==> config.mk <==
export PLATFORM = sky130hd
export DESIGN_NAME = cvt_serial_port
export DESIGN_NICKNAME = d
export VERILOG_FILES = /design/src/rtl/cvt_port_pkg.sv /design/src/rtl/cvt_line_sync.sv /design/src/rtl/cvt_write_framer.sv /design/src/rtl/cvt_read_shifter.sv /design/src/rtl/cvt_serial_port.sv
export SDC_FILE = /design/constraint.sdc
export NUM_CORES = 1
export LEC_CHECK = 0
export CAP_MARGIN = 20
export CORE_UTILIZATION = 48
export DETAILED_ROUTE_END_ITERATION = 6
export PLACE_DENSITY_LB_ADDON = 0.25
export SLEW_MARGIN = 15
export SYNTH_ARGS = -nofsm -noshare
export SYNTH_HDL_FRONTEND = slang
export SYNTH_SLANG_ARGS = --single-unit
==> constraint.sdc <==
create_clock -name clk -period 2 [get_ports clk]
set_clock_uncertainty 0.15 [all_clocks]
set_input_delay 0.3 -clock clk [delete_from_list [all_inputs] [get_ports clk]]
set_output_delay 0.3 -clock clk [all_outputs]
set_load 0.05 [all_outputs]
==> src/rtl/cvt_port_pkg.sv <==
package cvt_port_pkg;
  localparam int unsigned LINE_SCLK = 0;
  localparam int unsigned LINE_WSYNC = 1;
  localparam int unsigned LINE_RSYNC = 2;
  localparam int unsigned LINE_DIN = 3;
  localparam int unsigned LINE_COUNT = 4;

  // shift one serial bit into the low end of a word (MSB-first transfer)
  function automatic logic [15:0] shift_in(input logic [15:0] word, input logic bit_in);
    return {word[14:0], bit_in};
  endfunction

  // the top bit of a word is its address bit
  function automatic logic addr_hit(input logic addr_bit, input logic pkg_addr);
    return addr_bit == pkg_addr;
  endfunction
endpackage

==> src/rtl/cvt_line_sync.sv <==
module cvt_line_sync #(
  parameter int unsigned N = 4,
  parameter int unsigned STAGES = 2
) (
  input  logic         clk,
  input  logic         rst_n,
  input  logic [N-1:0] line_i,
  input  logic [N-1:0] idle_i,
  output logic [N-1:0] level_o,
  output logic [N-1:0] rise_o,
  output logic [N-1:0] fall_o
);
  for (genvar g = 0; g < N; g++) begin : g_line
    logic [STAGES:0] pipe;
    always_ff @(posedge clk or negedge rst_n) begin
      if (!rst_n) pipe <= {(STAGES+1){idle_i[g]}};
      else        pipe <= {pipe[STAGES-1:0], line_i[g]};
    end
    assign level_o[g] = pipe[STAGES-1];
    assign rise_o[g]  = pipe[STAGES-1] & ~pipe[STAGES];
    assign fall_o[g]  = ~pipe[STAGES-1] & pipe[STAGES];
  end
endmodule

==> src/rtl/cvt_write_framer.sv <==
module cvt_write_framer
  import cvt_port_pkg::*;
#(
  parameter int unsigned DATA_W = 10,
  parameter int unsigned FRAME_PULSES = 13
) (
  input  logic              clk,
  input  logic              rst_n,
  input  logic              frame_start_i,
  input  logic              sclk_fall_i,
  input  logic              din_i,
  input  logic              pkg_addr_i,
  output logic [DATA_W-1:0] ctrl_q_o,
  output logic              ctrl_stb_o
);
  localparam int unsigned CW = $clog2(FRAME_PULSES + 1);
  localparam logic [CW-1:0] LAST_DATA = CW'(DATA_W - 1);
  localparam logic [CW-1:0] LAST_PULSE = CW'(FRAME_PULSES - 1);

  logic              active;
  logic [CW-1:0]     cnt;
  logic [DATA_W-1:0] shreg;
  logic [DATA_W-1:0] next_word;
  logic              bit_take;
  logic              word_done;

  assign next_word = DATA_W'(shift_in(16'(shreg), din_i));
  assign bit_take  = active && sclk_fall_i && (cnt < CW'(DATA_W));
  assign word_done = active && sclk_fall_i && (cnt == LAST_DATA);

  always_ff @(posedge clk or negedge rst_n) begin
    if (!rst_n) begin
      active     <= 1'b0;
      cnt        <= '0;
      shreg      <= '0;
      ctrl_q_o   <= '0;
      ctrl_stb_o <= 1'b0;
    end else begin
      ctrl_stb_o <= 1'b0;
      if (frame_start_i) begin
        active <= 1'b1;
        cnt    <= '0;
      end else if (active && sclk_fall_i) begin
        cnt <= cnt + 1'b1;
        if (bit_take) shreg <= next_word;
        if (word_done && addr_hit(next_word[DATA_W-1], pkg_addr_i)) begin
          ctrl_q_o   <= next_word;
          ctrl_stb_o <= 1'b1;
        end
        if (cnt == LAST_PULSE) active <= 1'b0;
      end
    end
  end

  assert_stb_single_R5: assert property (@(posedge clk) disable iff (!rst_n)
    ctrl_stb_o |=> !ctrl_stb_o);
  assert_word_moves_with_stb_R5: assert property (@(posedge clk) disable iff (!rst_n)
    !$stable(ctrl_q_o) |-> ctrl_stb_o);
  assert_stb_addr_match_R4: assert property (@(posedge clk) disable iff (!rst_n)
    ctrl_stb_o |-> (ctrl_q_o[DATA_W-1] == pkg_addr_i));
  assert_frame_bound_R3: assert property (@(posedge clk) disable iff (!rst_n)
    cnt <= CW'(FRAME_PULSES));
endmodule

==> src/rtl/cvt_read_shifter.sv <==
module cvt_read_shifter #(
  parameter int unsigned DATA_W = 10
) (
  input  logic              clk,
  input  logic              rst_n,
  input  logic              arm_i,
  input  logic              sclk_rise_i,
  input  logic [DATA_W-1:0] result_i,
  input  logic              addr_ok_i,
  output logic              dout_o,
  output logic              dout_oe_o
);
  localparam int unsigned CW = $clog2(DATA_W + 2);
  localparam logic [CW-1:0] RELEASE_AT = CW'(DATA_W);

  logic              armed;
  logic [CW-1:0]     cnt;
  logic [DATA_W-1:0] shreg;
  logic              bit_step;
  logic              release_step;

  assign bit_step     = armed && sclk_rise_i && (cnt < RELEASE_AT);
  assign release_step = armed && sclk_rise_i && (cnt == RELEASE_AT);

  always_ff @(posedge clk or negedge rst_n) begin
    if (!rst_n) begin
      armed     <= 1'b0;
      cnt       <= '0;
      shreg     <= '0;
      dout_o    <= 1'b0;
      dout_oe_o <= 1'b0;
    end else if (arm_i) begin
      armed     <= 1'b1;
      cnt       <= '0;
      shreg     <= result_i;
      dout_oe_o <= 1'b0;
    end else if (bit_step) begin
      cnt       <= cnt + 1'b1;
      dout_o    <= shreg[DATA_W-1];
      shreg     <= {shreg[DATA_W-2:0], 1'b0};
      dout_oe_o <= addr_ok_i;
    end else if (release_step) begin
      armed     <= 1'b0;
      cnt       <= '0;
      dout_oe_o <= 1'b0;
    end
  end

  assert_dout_on_rise_R7: assert property (@(posedge clk) disable iff (!rst_n)
    !$stable(dout_o) |-> $past(sclk_rise_i));
  assert_oe_on_rise_R7: assert property (@(posedge clk) disable iff (!rst_n)
    $rose(dout_oe_o) |-> $past(sclk_rise_i));
  assert_oe_needs_arm_R8: assert property (@(posedge clk) disable iff (!rst_n)
    dout_oe_o |-> armed);
  assert_oe_needs_addr_R9: assert property (@(posedge clk) disable iff (!rst_n)
    $rose(dout_oe_o) |-> $past(addr_ok_i));
endmodule

==> src/rtl/cvt_serial_port.sv <==
module cvt_serial_port
  import cvt_port_pkg::*;
#(
  parameter int unsigned DATA_W = 10,
  parameter int unsigned WR_PULSES = 13,
  parameter int unsigned SYNC_STAGES = 2
) (
  input  logic              clk,
  input  logic              rst_n,
  input  logic              sclk_i,
  input  logic              wsync_n_i,
  input  logic              rsync_i,
  input  logic              din_i,
  input  logic              pkg_addr_i,
  input  logic [DATA_W-1:0] result_i,
  output logic [DATA_W-1:0] ctrl_word_o,
  output logic              ctrl_stb_o,
  output logic              dout_o,
  output logic              dout_oe_o
);
  logic [LINE_COUNT-1:0] lines, idle, lvl, rise, fall;
  logic addr_ok;

  assign lines[LINE_SCLK]  = sclk_i;
  assign lines[LINE_WSYNC] = wsync_n_i;
  assign lines[LINE_RSYNC] = rsync_i;
  assign lines[LINE_DIN]   = din_i;

  assign idle[LINE_SCLK]  = 1'b0;
  assign idle[LINE_WSYNC] = 1'b1;
  assign idle[LINE_RSYNC] = 1'b0;
  assign idle[LINE_DIN]   = 1'b0;

  cvt_line_sync #(.N(LINE_COUNT), .STAGES(SYNC_STAGES)) u_sync (
    .clk(clk), .rst_n(rst_n), .line_i(lines), .idle_i(idle),
    .level_o(lvl), .rise_o(rise), .fall_o(fall)
  );

  cvt_write_framer #(.DATA_W(DATA_W), .FRAME_PULSES(WR_PULSES)) u_wr (
    .clk(clk), .rst_n(rst_n),
    .frame_start_i(fall[LINE_WSYNC]),
    .sclk_fall_i(fall[LINE_SCLK]),
    .din_i(lvl[LINE_DIN]),
    .pkg_addr_i(pkg_addr_i),
    .ctrl_q_o(ctrl_word_o),
    .ctrl_stb_o(ctrl_stb_o)
  );

  assign addr_ok = addr_hit(ctrl_word_o[DATA_W-1], pkg_addr_i);

  cvt_read_shifter #(.DATA_W(DATA_W)) u_rd (
    .clk(clk), .rst_n(rst_n),
    .arm_i(rise[LINE_RSYNC]),
    .sclk_rise_i(rise[LINE_SCLK]),
    .result_i(result_i),
    .addr_ok_i(addr_ok),
    .dout_o(dout_o),
    .dout_oe_o(dout_oe_o)
  );

  assert_reset_idle_R1: assert property (@(posedge clk)
    !rst_n |=> (!ctrl_stb_o && !dout_oe_o));
endmodule

==> metrics.md, run 1 <==
| Metric | Value |
|---|---|
| Async SR Flop Fraction | `100.0%` |
| Max VDD drop | `0.0005968 V` |
| Final worst-path cycle share | `96.92%` |
| Initial drt markers | `163` |
| Clk sink count | `53` |
| Total chip power | `2.277 mW` |
| Final Hold Vio Count | `0` |
| Max frequency | `515.9 MHz` |
| CP peak stage delay | `0.81 ns` |
| FF-to-FF End | `u_wr.shreg[8]` |
| CP startpoint | `u_wr.ctrl_q_o[7]` |
| I/O pin cnt | `30` |
| Setup slack after layout | `0.06151 ns` |
| Post-Syn Nets | `199` |
| Port bufs | `29` |
| Finish-stage setup viols | `0` |
| Min-Delay Startpoint | `u_sync.g_line[3].pipe[0]` |
| Worst Setup End Kind | `output pin` |
| CP Buf/Inv Count | `1` |
| Slew headroom | `50.48%` |
| Clk root buf | `clkbuf_8` |
| Via/cell ratio | `5.652` |
| CP delay by family, top | `buffers and inverters` |
| Vias in the first global route | `1593` |
| Syn-to-layout area delta | `22.80%` |
| Worst hold path type | `register to register` |
| Critical Path Start Type | `register` |
| GRT Util Overall | `18.98%` |
| Synth warnings | `0` |
| Rows | `24` |
| Pin count of the biggest net entering global routing | `23` |
| Core Region | `4384 um2` |
| First-pass GRT wire length | `7.245 mm` |
| Slew at the pin closest to its max-slew limit | `0.7428 ns` |
| Worst path required time | `1.55 ns` |
| Crit-path slowest cell | `clkdlybuf4s50_1` |
| Hold Crit Depth | `0` |
| Setup TNS Final | `0 ns` |
| Core Util, Final | `61.79%` |
| Reg-to-Reg Start | `u_sync.g_line[1].pipe[1]` |
| Setup slack, reg-to-reg | `0.11 ns` |
| Initial antenna violation count | `0` |
| RSZ-0062 raised after global routing | `no` |
| Count of cell types in the netlist | `36` |
| Post-DP HPWL | `2.910 mm` |
| Mapped cell area | `2206 um2` |
| Remaining antenna violation count after routing | `0` |
| Post-synthesis cell count | `177` |
| CTS H-Tree Depth | `2` |
| Post-Synthesis Mean Instance Area | `12.46 um2` |
| Leakage power | `1.179 nW` |
| GPL Wtd Cong | `0.8893` |
| Dpl cells | `261` |
| Clk buf depth | `2` |
| Non-Filler Instances | `270` |
| Ant diodes | `0` |
| Nets@finish | `239` |
| EDFF count, synth | `0` |
| Worst R2R Path Depth | `4` |
| Data arrival time of the worst path | `1.49 ns` |
| Register area share after synthesis | `60.29%` |
| Clock-pin slew on the worst setup and hold paths | `0.10 ns` |
| Clock latency on the worst-skew pair | `0.31 ns` |
| Type of the worst setup path | `register to output pin` |
| Flop and latch count out of synthesis | `53` |
| Initial Util | `50.31%` |
| Layout cell share with drive strength beyond 1 | `19.72%` |
| CTS tree | `yes` |
| DR DRC count | `0` |
| Grt ovf | `0` |
| Status | `finished, final reports clean` |
| Die W | `69.79 um` |
| CP Max Fanout | `2` |
| Min Clock Period, post-route | `1.938 ns` |
| Slew Limit Fails | `0` |
| Worst slack at placement | `0.02572 ns` |
| Post-Route WL | `4.171 mm` |
| DR WL/cell | `15.45 um` |
| Top_reg_cell synth | `dfrtp_1` |
| PwrDens | `840.7 nW/um2` |
| Hold EP | `u_sync.g_line[3].pipe[1]` |
| DRT Pass-1 Iters | `4` |
| Die Ht | `69.79 um` |
| Die area | `4871 um2` |
| CTS buffer count | `5` |
| Crit-path cells | `clkdlybuf4s50_1` |
| Routed via count | `1526` |
| Max cap viols | `0` |
==> cells in the mapped netlist, types with 2 or more instances <==
library cell  instances  area (um2)
nand2_1              23       86.33
nor2_1                4       15.01
o21ai_0               7       35.03
a21oi_1               2       10.01
nand2b_1              4       25.02
o32ai_1               2       17.52
o211ai_1             14       105.1
clkbuf_1              5       18.77
xor2_1                3       26.28
nand3b_1              3       22.52
dfrtp_1              50        1251
nor2b_1               3       18.77
mux2_2               18       202.7
inv_1                 3       11.26
mux2i_1               2       20.02
dfstp_2               3       78.83
nand3_1               3       15.01
nand4_1               5       31.28
ha_1                  5       62.56
nor3_1                2       10.01
==> stage by stage <==
step                area [um2]  hold slack, ns
floorplan                 2206         -0.1456
global placement          2610          0.1171
detailed placement        2610          0.1304
CTS                       2706          0.2010
global route              2709          0.2107
finish                    2709          0.1938
==> routing by layer <==
| layer | wire length [um] | up-vias | global-route usage (%) |
|---|---|---|---|
| met5 | 0 | - | 0 |
| met4 | 56 | 0 | 6.667 |
| met3 | 202 | 7 | 5.378 |
| met2 | 2068 | 40 | 31.20 |
| met1 | 1843 | 767 | 24.02 |
| li1 | - | 712 | - |
==> worst max path at each step <==
stage | cells after the start | end | slack, ns
6_report | 1 | ctrl_word_o[7] | 0.06
5_1_grt | 1 | ctrl_word_o[7] | 0.01
4_1_cts | 1 | ctrl_word_o[7] | 0.04
3_5_place_dp | 5 | u_wr.ctrl_q_o[7] | 0.03
3_3_place_gp | 5 | u_wr.ctrl_q_o[2] | 0.09
2_1_floorplan | 4 | u_wr.ctrl_q_o[0] | 0.10
==> cells in the final DEF, fill, tap and decap left out, drive strengths merged <==
cell	netlist	final
a21o	1	1
a21oi	2	2
a31oi	1	1
and3	1	1
and3b	1	1
buf	1	11
clkbuf	5	5
clkdlybuf4s50	0	27
clkinv	0	2
clkinvlp	0	1
dfrtp	50	50
dfstp	3	3
dlygate4sd3	0	1
ha	5	5
inv	3	3
mux2	19	19
mux2i	2	2
nand2	23	23
nand2b	4	4
nand3	3	3
nand3b	3	3
nand4	5	5
nand4b	2	2
nor2	4	4
nor2b	3	3
nor3	2	2
nor4	1	1
o211ai	14	14
o21a	1	1
o21ai	7	7
o22ai	1	1
o31ai	1	1
o32ai	2	2
or3	1	1
or3b	1	1
or4	1	1
xnor2	1	1
xor2	3	3
==> final cells by class <==
cell class / count / area (um2)
fill: 332 / 1675
sequential: 53 / 1330
multi-input combinational: 115 / 843.3
timing repair buffer: 39 / 372.9
clock buffer: 5 / 68.82
tap: 52 / 65.06
clock inverter: 3 / 17.52
inverter: 3 / 11.26
==> cell families after synthesis <==
family / count (synthesis) / synth area share (%)
AOI/OAI and AO/OA: 30 / 9.190
xor gates and xnor gates: 4 / 1.588
adders and majority gates: 5 / 2.836
buffers and inverters: 9 / 1.588
DFF: 53 / 60.30
muxes: 21 / 10.61
and+or+nand+nor: 55 / 13.90
==> report_power, final <==
| group | internal [mW] | switching [mW] | total [mW] |
|---|---|---|---|
| Sequential | 1.22 | 0.109 | 1.33 |
| Clock | 0.242 | 0.340 | 0.582 |
| Combinational | 0.183 | 0.181 | 0.365 |
==> sequential cells by signal, summed over array words and instances (netlist names) <==
register and cells:
u_sync.g_line.pipe 11, u_rd.shreg 10, u_wr.ctrl_q_o 10, u_wr.shreg 9, u_rd.cnt 4, u_wr.cnt 4
u_rd.armed 1, u_rd.dout_o 1, u_rd.dout_oe_o 1, u_wr.active 1, u_wr.ctrl_stb_o 1
==> what timing repair did <==
action,CTS,global route
hold endpoints to repair,16,0
gates resized for setup,0,1
setup endpoints to repair,0,1
setup buffers,0,0
hold buffers,1,0
Note: power is estimated with default switching activity, not from simulation.
==> run 2, diff against run 1 <==
==> constraint.sdc (replaced) <==
create_clock -name clk -period 2 [get_ports clk]
set_clock_uncertainty 0.15 [all_clocks]
set_input_delay 0.6 -clock clk [delete_from_list [all_inputs] [get_ports clk]]
set_output_delay 0.6 -clock clk [all_outputs]
set_load 0.05 [all_outputs]
==> run 2 against run 1 <==
Non-clock buffer count down 1. Flip-flop and latch count unchanged. Power increased by 7.3%. Final cell count shrank 0.37%. Worst setup slack better by 0.034 ns. Utilization grew 1.6 points.
==> metrics.md, run 2 (synthesis gave the netlist of run 1 again) <==
| Metric | Value |
|---|---|
| Die W | `69.79 um` |
| Multi-input logic area | `840.8 um2` |
| DR DRC count | `0` |
| Leakage power | `1.235 nW` |
| Hold_ws | `0.06707 ns` |
| Slew Limit Fails | `0` |
| Register name with the most flops | `u_sync.g_line.pipe` |
| Power Internal | `1.798 mW` |
| Syn-to-layout area delta | `25.98%` |
| Die Ht | `69.79 um` |
| Worst R2R Path Depth | `4` |
| I/O pin cnt | `30` |
| Grt ovf | `0` |
| Status | `finished, final reports clean` |
| PwrDens | `879.2 nW/um2` |
| Max VDD drop | `0.0005470 V` |
| Worst Setup End Kind | `register` |
| Clk sink count | `53` |
| Port bufs | `29` |
| Clock Power Share | `29.3%` |
| Comb pwr share | `15.9%` |
| Final Hold Vio Count | `0` |
| DR WL/cell | `15.66 um` |
| Sequential power share | `54.8%` |
| Die area | `4871 um2` |
| WP depth | `5` |
| Reg-to-Reg Start | `u_sync.g_line[0].pipe[1]` |
| CP startpoint | `pkg_addr_i` |
| Max FFs per register | `11` |
| CTS tree | `yes` |
| Worst path required time | `2.04 ns` |
| Finish-stage setup viols | `0` |
| Data arrival time of the worst path | `1.94 ns` |
| Initial antenna violation count | `0` |
| CP delay by family, top | `buffers and inverters` |
| Critical Path Start Type | `input pin` |
| Min Clock Period, post-route | `1.905 ns` |
| Layout cell share with drive strength beyond 1 | `24.42%` |
| First-pass GRT wire length | `7.307 mm` |
| Crit-path slowest cell | `clkdlybuf4s50_1` |
| Net Sw Frac | `26.40%` |
| Pin count of the biggest net entering global routing | `22` |
| CTS H-Tree Depth | `2` |
| Nets@finish | `238` |
| Biggest regs | `u_sync.g_line.pipe: 11 flops, u_rd.shreg: 10 flops, u_wr.ctrl_q_o: 10 flops` |
| Initial Util | `50.31%` |
| Commonest non-fill, non-tap cells in the layout | `50 x dfrtp_1, 23 x nand2_1, 18 x mux2_2` |
| Post-CTS Setup Bufs | `0` |
| Vias in the first global route | `1567` |
| Slew headroom | `36.48%` |
| Clk buf depth | `2` |
| Clock latency on the worst-skew pair | `0.31 ns` |
| Type of the worst setup path | `input pin to register` |
| CP peak stage delay | `0.43 ns` |
| Slew at the pin closest to its max-slew limit | `0.9509 ns` |
| CP Buf/Inv Count | `2` |
| DRT Pass-1 Iters | `4` |
| Crit-path cells | `clkdlybuf4s50_1 -> xor2_1 -> nor4_4 -> buf_12 -> mux2_2` |
| CTS buffer count | `5` |
| Via/cell ratio | `5.584` |
| Total chip power | `2.443 mW` |
| Core Region | `4384 um2` |
| GPL Wtd Cong | `0.8982` |
| Remaining antenna violation count after routing | `0` |
| Max frequency | `525.1 MHz` |
| GRT Util Overall | `18.94%` |
| Post-Route WL | `4.212 mm` |
| Clk root buf | `clkbuf_8` |
| Filler instances | `342` |
| Worst hold path type | `input pin to asynchronous set/reset pin` |
| Clock-pin slew on the worst setup and hold paths | `0.10 ns` |
| Final worst-path cycle share | `95.23%` |
| Register area | `1330 um2` |
| CP Max Fanout | `10` |
| CTS Hold Bufs | `0` |
| Post-DP HPWL | `3.058 mm` |
| Sw Pwr | `0.6450 mW` |
| Commonest non-fill, non-tap cell in the layout | `dfrtp_1` |
| Rows | `24` |
| RSZ-0062 raised after global routing | `no` |
| Setup slack after layout | `0.09550 ns` |
| Worst slack at placement | `-0.2385 ns` |
| Post-CTS Resized | `0` |
| Initial drt markers | `69` |
| Routed via count | `1502` |
| Max cap viols | `0` |
| Ant diodes | `0` |
==> run 2: cell count changes in the layout (fill, tap and decap cells not counted), sizes merged <==
cell and change:
buf +12, clkdlybuf4s50 -12, bufinv +1, clkbuf +1, clkinv -1, clkinvlp -1
dlygate4sd3 -1
==> run 2: area by class of cell <==
class	count	share of cell area (%)
clock buffer	6	2.611
sequential	53	47.86
clock inverter	2	1.396
multi-input combinational	115	30.26
tap	52	2.341
timing repair buffer	38	15.13
inverter	3	0.4052
==> run 2: stage by stage <==
step	TNS (ns)	area [um2]	std cells	util (%)
6_report	0	2779	269	63.38
4_1_cts	0	2779	269	63.38
3_5_place_dp	-1.977	2668	261	60.84
3_3_place_gp	-1.882	2668	261	60.84
5_1_grt	0	2779	269	63.38
2_1_floorplan	0	2206	177	-
==> run 2: power by group through the flow <==
stage / logic (mW) / registers (mW) / clock network, mW
2_1_floorplan: 0.223 / 1.34 / 0
3_3_place_gp: 0.369 / 1.35 / 0
3_5_place_dp: 0.390 / 1.36 / 0
4_1_cts: 0.393 / 1.34 / 0.738
5_1_grt: 0.434 / 1.36 / 0.777
6_report: 0.388 / 1.34 / 0.717
==> run 2: routing by layer <==
metal  GRT usage (%)  vias to the layer above  wire [um]
met4           5.778                        0         54
met3           4.942                        6        157
met1           23.82                      746       1871
met2           32.05                       36       2128
li1                -                      714          -
met5               0                        -          0
==> run 2: worst paths after layout <==
| check | endpoint | slack (ns) |
|---|---|---|
| max in group asynchronous | u_rd.shreg[9] | 1.13 |
| hold / removal | u_wr.shreg[8] | 0.07 |
| setup reg to reg | u_wr.ctrl_q_o[0] | 0.13 |
| min in group clk | u_sync.g_line[2].pipe[1] | 0.20 |
| hold reg to reg | u_sync.g_line[2].pipe[1] | 0.20 |
| setup / recovery | u_wr.ctrl_q_o[0] | 0.1 |
==> run 2: worst reg2reg max path: cells and delay by family, from the launching register on <==
family | cells | cell delay (ns)
buffers and inverters | 1 | 0.17
flip-flops | 1 | 0.44
multiplexers | 1 | 0.34
AND/OR/NAND/NOR | 2 | 0.66
